### src/rtl/rgbw_rx_pkg.sv
package rgbw_rx_pkg;

  localparam int BYTE_W = 8;
  localparam int WORD_W = 16;
  localparam logic [BYTE_W-1:0] CMD_SET_COLOUR = 8'h23;

  // Raw slot that receives colour word w (rotation by one matching the connector).
  function automatic int slot_for_word(input int w, input int slots);
    return (w + 1) % slots;
  endfunction

  // Channel byte lies inside this board's window of logical outputs.
  function automatic logic chan_in_window(input logic [BYTE_W-1:0] ch,
                                          input int offset, input int count);
    int c;
    c = int'({24'd0, ch});
    return (c >= offset) && (c < offset + count);
  endfunction

  // First raw slot belonging to a logical channel.
  function automatic int raw_base(input logic [BYTE_W-1:0] ch,
                                  input int offset, input int slots);
    int c;
    c = int'({24'd0, ch});
    return (c - offset) * slots;
  endfunction

endpackage

### src/rtl/rgbw_rx_framer.sv
module rgbw_rx_framer #(
  parameter int PKT_BYTES     = 10,
  parameter int TIMEOUT_TICKS = 1000,
  parameter int POS_W         = $clog2(PKT_BYTES)
) (
  input  logic             clk,
  input  logic             rst_n,
  input  logic             rx_valid,
  input  logic             rx_overrun,
  input  logic             tick,
  output logic             byte_take,
  output logic             pkt_last,
  output logic             timeout_fire,
  output logic [POS_W-1:0] pos
);
  localparam int CNT_W = $clog2(TIMEOUT_TICKS + 1);
  localparam logic [POS_W-1:0] LAST_POS = POS_W'(PKT_BYTES - 1);
  localparam logic [CNT_W-1:0] CNT_END  = CNT_W'(TIMEOUT_TICKS - 1);

  logic [CNT_W-1:0] idle_cnt;
  logic             armed;

  assign byte_take    = rx_valid && !rx_overrun;
  assign pkt_last     = byte_take && (pos == LAST_POS);
  assign timeout_fire = !byte_take && armed && tick && (idle_cnt == CNT_END);

  always_ff @(posedge clk) begin
    if (!rst_n) begin
      pos      <= '0;
      idle_cnt <= '0;
      armed    <= 1'b0;
    end else if (byte_take) begin
      pos      <= pkt_last ? '0 : pos + 1'b1;
      idle_cnt <= '0;
      armed    <= 1'b1;
    end else if (armed && tick) begin
      if (timeout_fire) begin
        pos      <= '0;
        idle_cnt <= '0;
        armed    <= 1'b0;
      end else begin
        idle_cnt <= idle_cnt + 1'b1;
      end
    end
  end
endmodule

### src/rtl/rgbw_rx_collect.sv
module rgbw_rx_collect #(
  parameter int PKT_BYTES = 10,
  parameter int POS_W     = $clog2(PKT_BYTES)
) (
  input  logic                   clk,
  input  logic                   rst_n,
  input  logic                   byte_take,
  input  logic [POS_W-1:0]       pos,
  input  logic [7:0]             rx_data,
  output logic [8*PKT_BYTES-1:0] pkt_flat
);
  // Bytes 0..PKT_BYTES-2 are held; the final byte is taken straight from the input.
  logic [7:0] store_q [PKT_BYTES-1];

  for (genvar g = 0; g < PKT_BYTES - 1; g++) begin : g_store
    always_ff @(posedge clk) begin
      if (!rst_n)
        store_q[g] <= '0;
      else if (byte_take && (pos == POS_W'(g)))
        store_q[g] <= rx_data;
    end
    assign pkt_flat[8*g +: 8] = store_q[g];
  end

  assign pkt_flat[8*(PKT_BYTES-1) +: 8] = rx_data;
endmodule

### src/rtl/rgbw_rx_decode.sv
module rgbw_rx_decode #(
  parameter int CH_OFFSET   = 8,
  parameter int NUM_LOGICAL = 8,
  parameter int SLOTS       = 4,
  parameter int RAW_AW      = 5,
  parameter int PKT_BYTES   = 2 + 2 * SLOTS
) (
  input  logic [8*PKT_BYTES-1:0] pkt_flat,
  output logic                   accept,
  output logic [RAW_AW-1:0]      base,
  output logic [16*SLOTS-1:0]    slot_data
);
  import rgbw_rx_pkg::*;

  logic [7:0] cmd_byte;
  logic [7:0] chan_byte;

  assign cmd_byte  = pkt_flat[7:0];
  assign chan_byte = pkt_flat[15:8];

  assign accept = (cmd_byte == CMD_SET_COLOUR) &&
                  chan_in_window(chan_byte, CH_OFFSET, NUM_LOGICAL);
  assign base   = RAW_AW'(raw_base(chan_byte, CH_OFFSET, SLOTS));

  for (genvar w = 0; w < SLOTS; w++) begin : g_word
    localparam int SLOT = slot_for_word(w, SLOTS);
    assign slot_data[WORD_W*SLOT +: WORD_W] =
      {pkt_flat[8*(2+2*w) +: 8], pkt_flat[8*(3+2*w) +: 8]};
  end
endmodule

### src/rtl/rgbw_cmd_rx.sv
module rgbw_cmd_rx #(
  parameter int CH_OFFSET     = 8,
  parameter int NUM_LOGICAL   = 8,
  parameter int SLOTS_PER_CH  = 4,
  parameter int TIMEOUT_TICKS = 1000,
  localparam int NUM_RAW      = NUM_LOGICAL * SLOTS_PER_CH,
  localparam int RAW_AW       = $clog2(NUM_RAW),
  localparam int DATA_W       = 16 * SLOTS_PER_CH
) (
  input  logic              clk,
  input  logic              rst_n,
  input  logic              rx_valid,
  input  logic [7:0]        rx_data,
  input  logic              rx_overrun,
  input  logic              tick,
  output logic              wr_en,
  output logic [RAW_AW-1:0] wr_base,
  output logic [DATA_W-1:0] wr_data
);
  localparam int PKT_BYTES = 2 + 2 * SLOTS_PER_CH;
  localparam int POS_W     = $clog2(PKT_BYTES);

  // Named internal events, also observed by the bound checker.
  logic                   byte_take;
  logic                   pkt_last;
  logic                   timeout_fire;
  logic [POS_W-1:0]       pos;
  logic [8*PKT_BYTES-1:0] pkt_flat;
  logic                   accept;
  logic [RAW_AW-1:0]      dec_base;
  logic [DATA_W-1:0]      dec_data;
  logic                   commit;

  rgbw_rx_framer #(
    .PKT_BYTES(PKT_BYTES), .TIMEOUT_TICKS(TIMEOUT_TICKS), .POS_W(POS_W)
  ) u_framer (
    .clk(clk), .rst_n(rst_n), .rx_valid(rx_valid), .rx_overrun(rx_overrun),
    .tick(tick), .byte_take(byte_take), .pkt_last(pkt_last),
    .timeout_fire(timeout_fire), .pos(pos)
  );

  rgbw_rx_collect #(.PKT_BYTES(PKT_BYTES), .POS_W(POS_W)) u_collect (
    .clk(clk), .rst_n(rst_n), .byte_take(byte_take), .pos(pos),
    .rx_data(rx_data), .pkt_flat(pkt_flat)
  );

  rgbw_rx_decode #(
    .CH_OFFSET(CH_OFFSET), .NUM_LOGICAL(NUM_LOGICAL), .SLOTS(SLOTS_PER_CH),
    .RAW_AW(RAW_AW), .PKT_BYTES(PKT_BYTES)
  ) u_decode (
    .pkt_flat(pkt_flat), .accept(accept), .base(dec_base), .slot_data(dec_data)
  );

  assign commit = pkt_last && accept;

  always_ff @(posedge clk) begin
    if (!rst_n) begin
      wr_en   <= 1'b0;
      wr_base <= '0;
      wr_data <= '0;
    end else begin
      wr_en <= commit;
      if (commit) begin
        wr_base <= dec_base;
        wr_data <= dec_data;
      end
    end
  end
endmodule

### config.mk
export PLATFORM = sky130hd
export DESIGN_NAME = rgbw_cmd_rx
export DESIGN_NICKNAME = d
export VERILOG_FILES = /design/src/rtl/rgbw_rx_pkg.sv /design/src/rtl/rgbw_rx_framer.sv /design/src/rtl/rgbw_rx_collect.sv /design/src/rtl/rgbw_rx_decode.sv /design/src/rtl/rgbw_cmd_rx.sv
export SDC_FILE = /design/constraint.sdc
export NUM_CORES = 1
export LEC_CHECK = 0
export CORE_UTILIZATION = 47
export CTS_BUF_LIST = sky130_fd_sc_hd__clkbuf_2 sky130_fd_sc_hd__clkbuf_4 sky130_fd_sc_hd__clkbuf_8
export DETAILED_ROUTE_END_ITERATION = 8
export DONT_BUFFER_PORTS = 1
export GPL_TIMING_DRIVEN = 0
export PLACE_DENSITY = 0.72
export SLEW_MARGIN = 20
export SYNTH_ARGS = -nofsm -noshare
export SYNTH_HDL_FRONTEND = slang
export SYNTH_SLANG_ARGS = --single-unit
### constraint.sdc
create_clock -name clk -period 2.63 [get_ports clk]
set_clock_uncertainty 0.15 [all_clocks]
set_input_delay 0.789 -clock clk [delete_from_list [all_inputs] [get_ports clk]]
set_output_delay 0.789 -clock clk [all_outputs]
set_load 0.03 [all_outputs]
==> out/results.ini <==
[layout]
num_antenna_cells=0
nNetsFinal=615
drive_above_1_share=0.0984
design_area_um2=6790
n_fill_cell=1120
seqCellArea_um2=3820
syn2layout_area_growth_pct=10.9
multi_input_area_um2=2070
fin_util=0.536

[job]
cap_violations=0

[outcome]
outcome=finished clean

[global_route]
grt_antenna_before_repair=0
grt_start_max_net_pins=17
grt_pass1_vias=4074
grt.overflow.total=0
grt_pass1_wl_mm=20.9
grt_usage=0.211

[placed_design]
pre_cts_slack_ns=-0.273
hpwlAfterDp_mm=9.26
globalplace.congestion=0.828
place_area_um2=6340
port-buffer-count=0

[cts]
cts_resized=0
clk_pin_slew_ns=0.07
clock_latency_ns=0.45
ctsRootBufferMaster=clkbuf_8
cts.htree.levels=4
cts_tree=yes
cts_buffers=17
clk_path_buf_depth=2
cts_sinks=155

[synth]
yosysTopAreaCell=edfxtp_1
yosys-mux-area-fraction=0
syn_avg_cell_area_um2=10.6
yosys_most_used_dff=dfxtp_1
yosys.area_share.adder=0.0102
synth_common_cells=83 x dfxtp_1, 73 x nand3_1, 72 x a21oi_1, 72 x and2_1, 72 x edfxtp_1
synth_top_area_share=0.353
yosys.cell_count.top_type=dfxtp_1
yosys.area_share.xor_xnor=0.0115
yosysUniqueCellTypes=40
synth_compound_gate_area_share=0.126
synth_top_family_by_area=simple AND/OR/NAND/NOR gates
syn-instance-count=575
yosys_register_bits=155
ys_warn_count=0
synth.area.top_cells=edfxtp_1 35%, dfxtp_1 27%, and2_1 7.4%, nand3_1 6.0%, a21oi_1 5.9%
async_reset_ff_frac=0
synth_edf_count=72
synth_area_um2=6120
ys_seq_area_frac=0.625
yosys.area_share.simple=0.190

[setup_path]
critPathTopFamily=compound AO/OA/AOI/OAI gates
crit_path_max_incr_delay_ns=0.90
start_kind=input port
cp_cell_sequence=nor2b_1 > nand2_1 > o21ai_0
path_class=input port to flip-flop
r2r_setup_slack_ns=0.37
endpoint_kind=flip-flop
crit_buf_inv=0
slowest_stage=o21ai_0
cp_max_fo=8
required_ns=2.54
crit_arrival_ns=2.22

[sta]
tightestPinTransition_ns=1.11
period_share=0.880
rsz0062_at_grt=false
tns_ns=0
setup_viol=0
report.final.slew_viol_count=0
fmax_mhz=432
worst_slack_ns=0.316
hold_viol=0
period_needed_ns=2.31
relSlewSlack=0.254

[floorplanning]
start_util=0.483
coreArea_um2=12700
die_h_um=116
ios=83
die_width_um=116
row_count=41
dieArea_um2=13500

[route]
wirelength_mm=13.5
routed_via_density=5.48
remaining_drc_errors=0
vias=4282
ant_nets=0
initialDrtViolationCount=347
dr.pass1.iters=5
wl_per_cell_um=17.3

[power_and_ir_drop]
power.leakage_nw=2.30
peakVddDrop_uv=272
finalPower_mw=4.59
p_per_area_nw_per_um2=676

[worst_hold_path]
hold_class=flip-flop to flip-flop

-- cell usage in the layout, fill, tap and decap left out, types with 8 or more instances in the layout --
cell type / n
clkbuf_8: 22
a21oi_1: 72
nand2_1: 17
nor2_1: 20
dfxtp_1: 83
buf_2: 8
o21ai_1: 49
nand3_1: 73
and2_1: 72
clkbuf_1: 21
o21ai_0: 28
buf_4: 8
edfxtp_1: 72
-- through the flow --
| stage | instances | hold slack (ns) |
|---|---|---|
| finish | 782 | 0.342 |
| global route | 782 | 0.310 |
| CTS | 780 | 0.326 |
| detailed placement | 748 | 0.327 |
| global placement | 748 | 0.308 |
| floorplan | 576 | 0.299 |
-- per-layer routing --
layer | vias to the layer above | GRT usage | wire length [µm]
li1 | 2083 | - | -
met3 | 18 | 0.0753 | 1100
met4 | 0 | 0.0778 | 191
met2 | 140 | 0.351 | 6690
met1 | 2041 | 0.251 | 5520
met5 | - | 0 | 0
-- report_power, final --
group	internal (mW)	switching (mW)
Clock	1.09	0.818
Sequential	2.57	0.0190
Combinational	0.0226	0.0720
-- sequential cells by signal (all words and copies together), names as in the netlist --
name and flops:
u_framer.pos 4, u_collect.store_q 72, wr_data 64, wr_en 1
u_framer.armed 1, wr_base 3, u_framer.idle_cnt 10
-- area by class of cell --
class                   instances  share of cell area
clock inverters                 7              0.0162
multi-input cells             377               0.305
repair buffers                  2             0.00221
plain buffers                  40              0.0313
well taps                     172              0.0317
flip-flops and latches        155               0.563
inverters                       4             0.00221
clock buffers                  25              0.0479
-- kinds of logic after synthesis --
group,count (synthesis)
simple gates,210
other cells,1
xor+xnor,8
fa+ha+maj,5
flops,155
compound gates,152
buf+inv,44
-- worst register-to-register path, delay by kind of cell, from the launching register on --
family          cells  cell delay [ns]
buf+inv             2             0.61
compound gates      2             0.31
flops               1             0.37
simple gates        2             0.68
-- final timing paths --
kind                            from                       to  cells past startpoint
max                         rx_valid  u_collect.store_q[0][7]                      3
min reg2reg     u_framer.idle_cnt[1]     u_framer.idle_cnt[1]                      2
min             u_framer.idle_cnt[1]     u_framer.idle_cnt[1]                      2
max reg2reg  u_collect.store_q[0][3]               wr_data[8]                      6
-- timing repair --
item / in CTS / in global routing
hold buffers: 0 / 0
endpoints found under the setup margin: 0 / 3
hold endpoints to repair: 0 / 0
buffers inserted: 0 / 2
(Power assumes the default switching activity.)
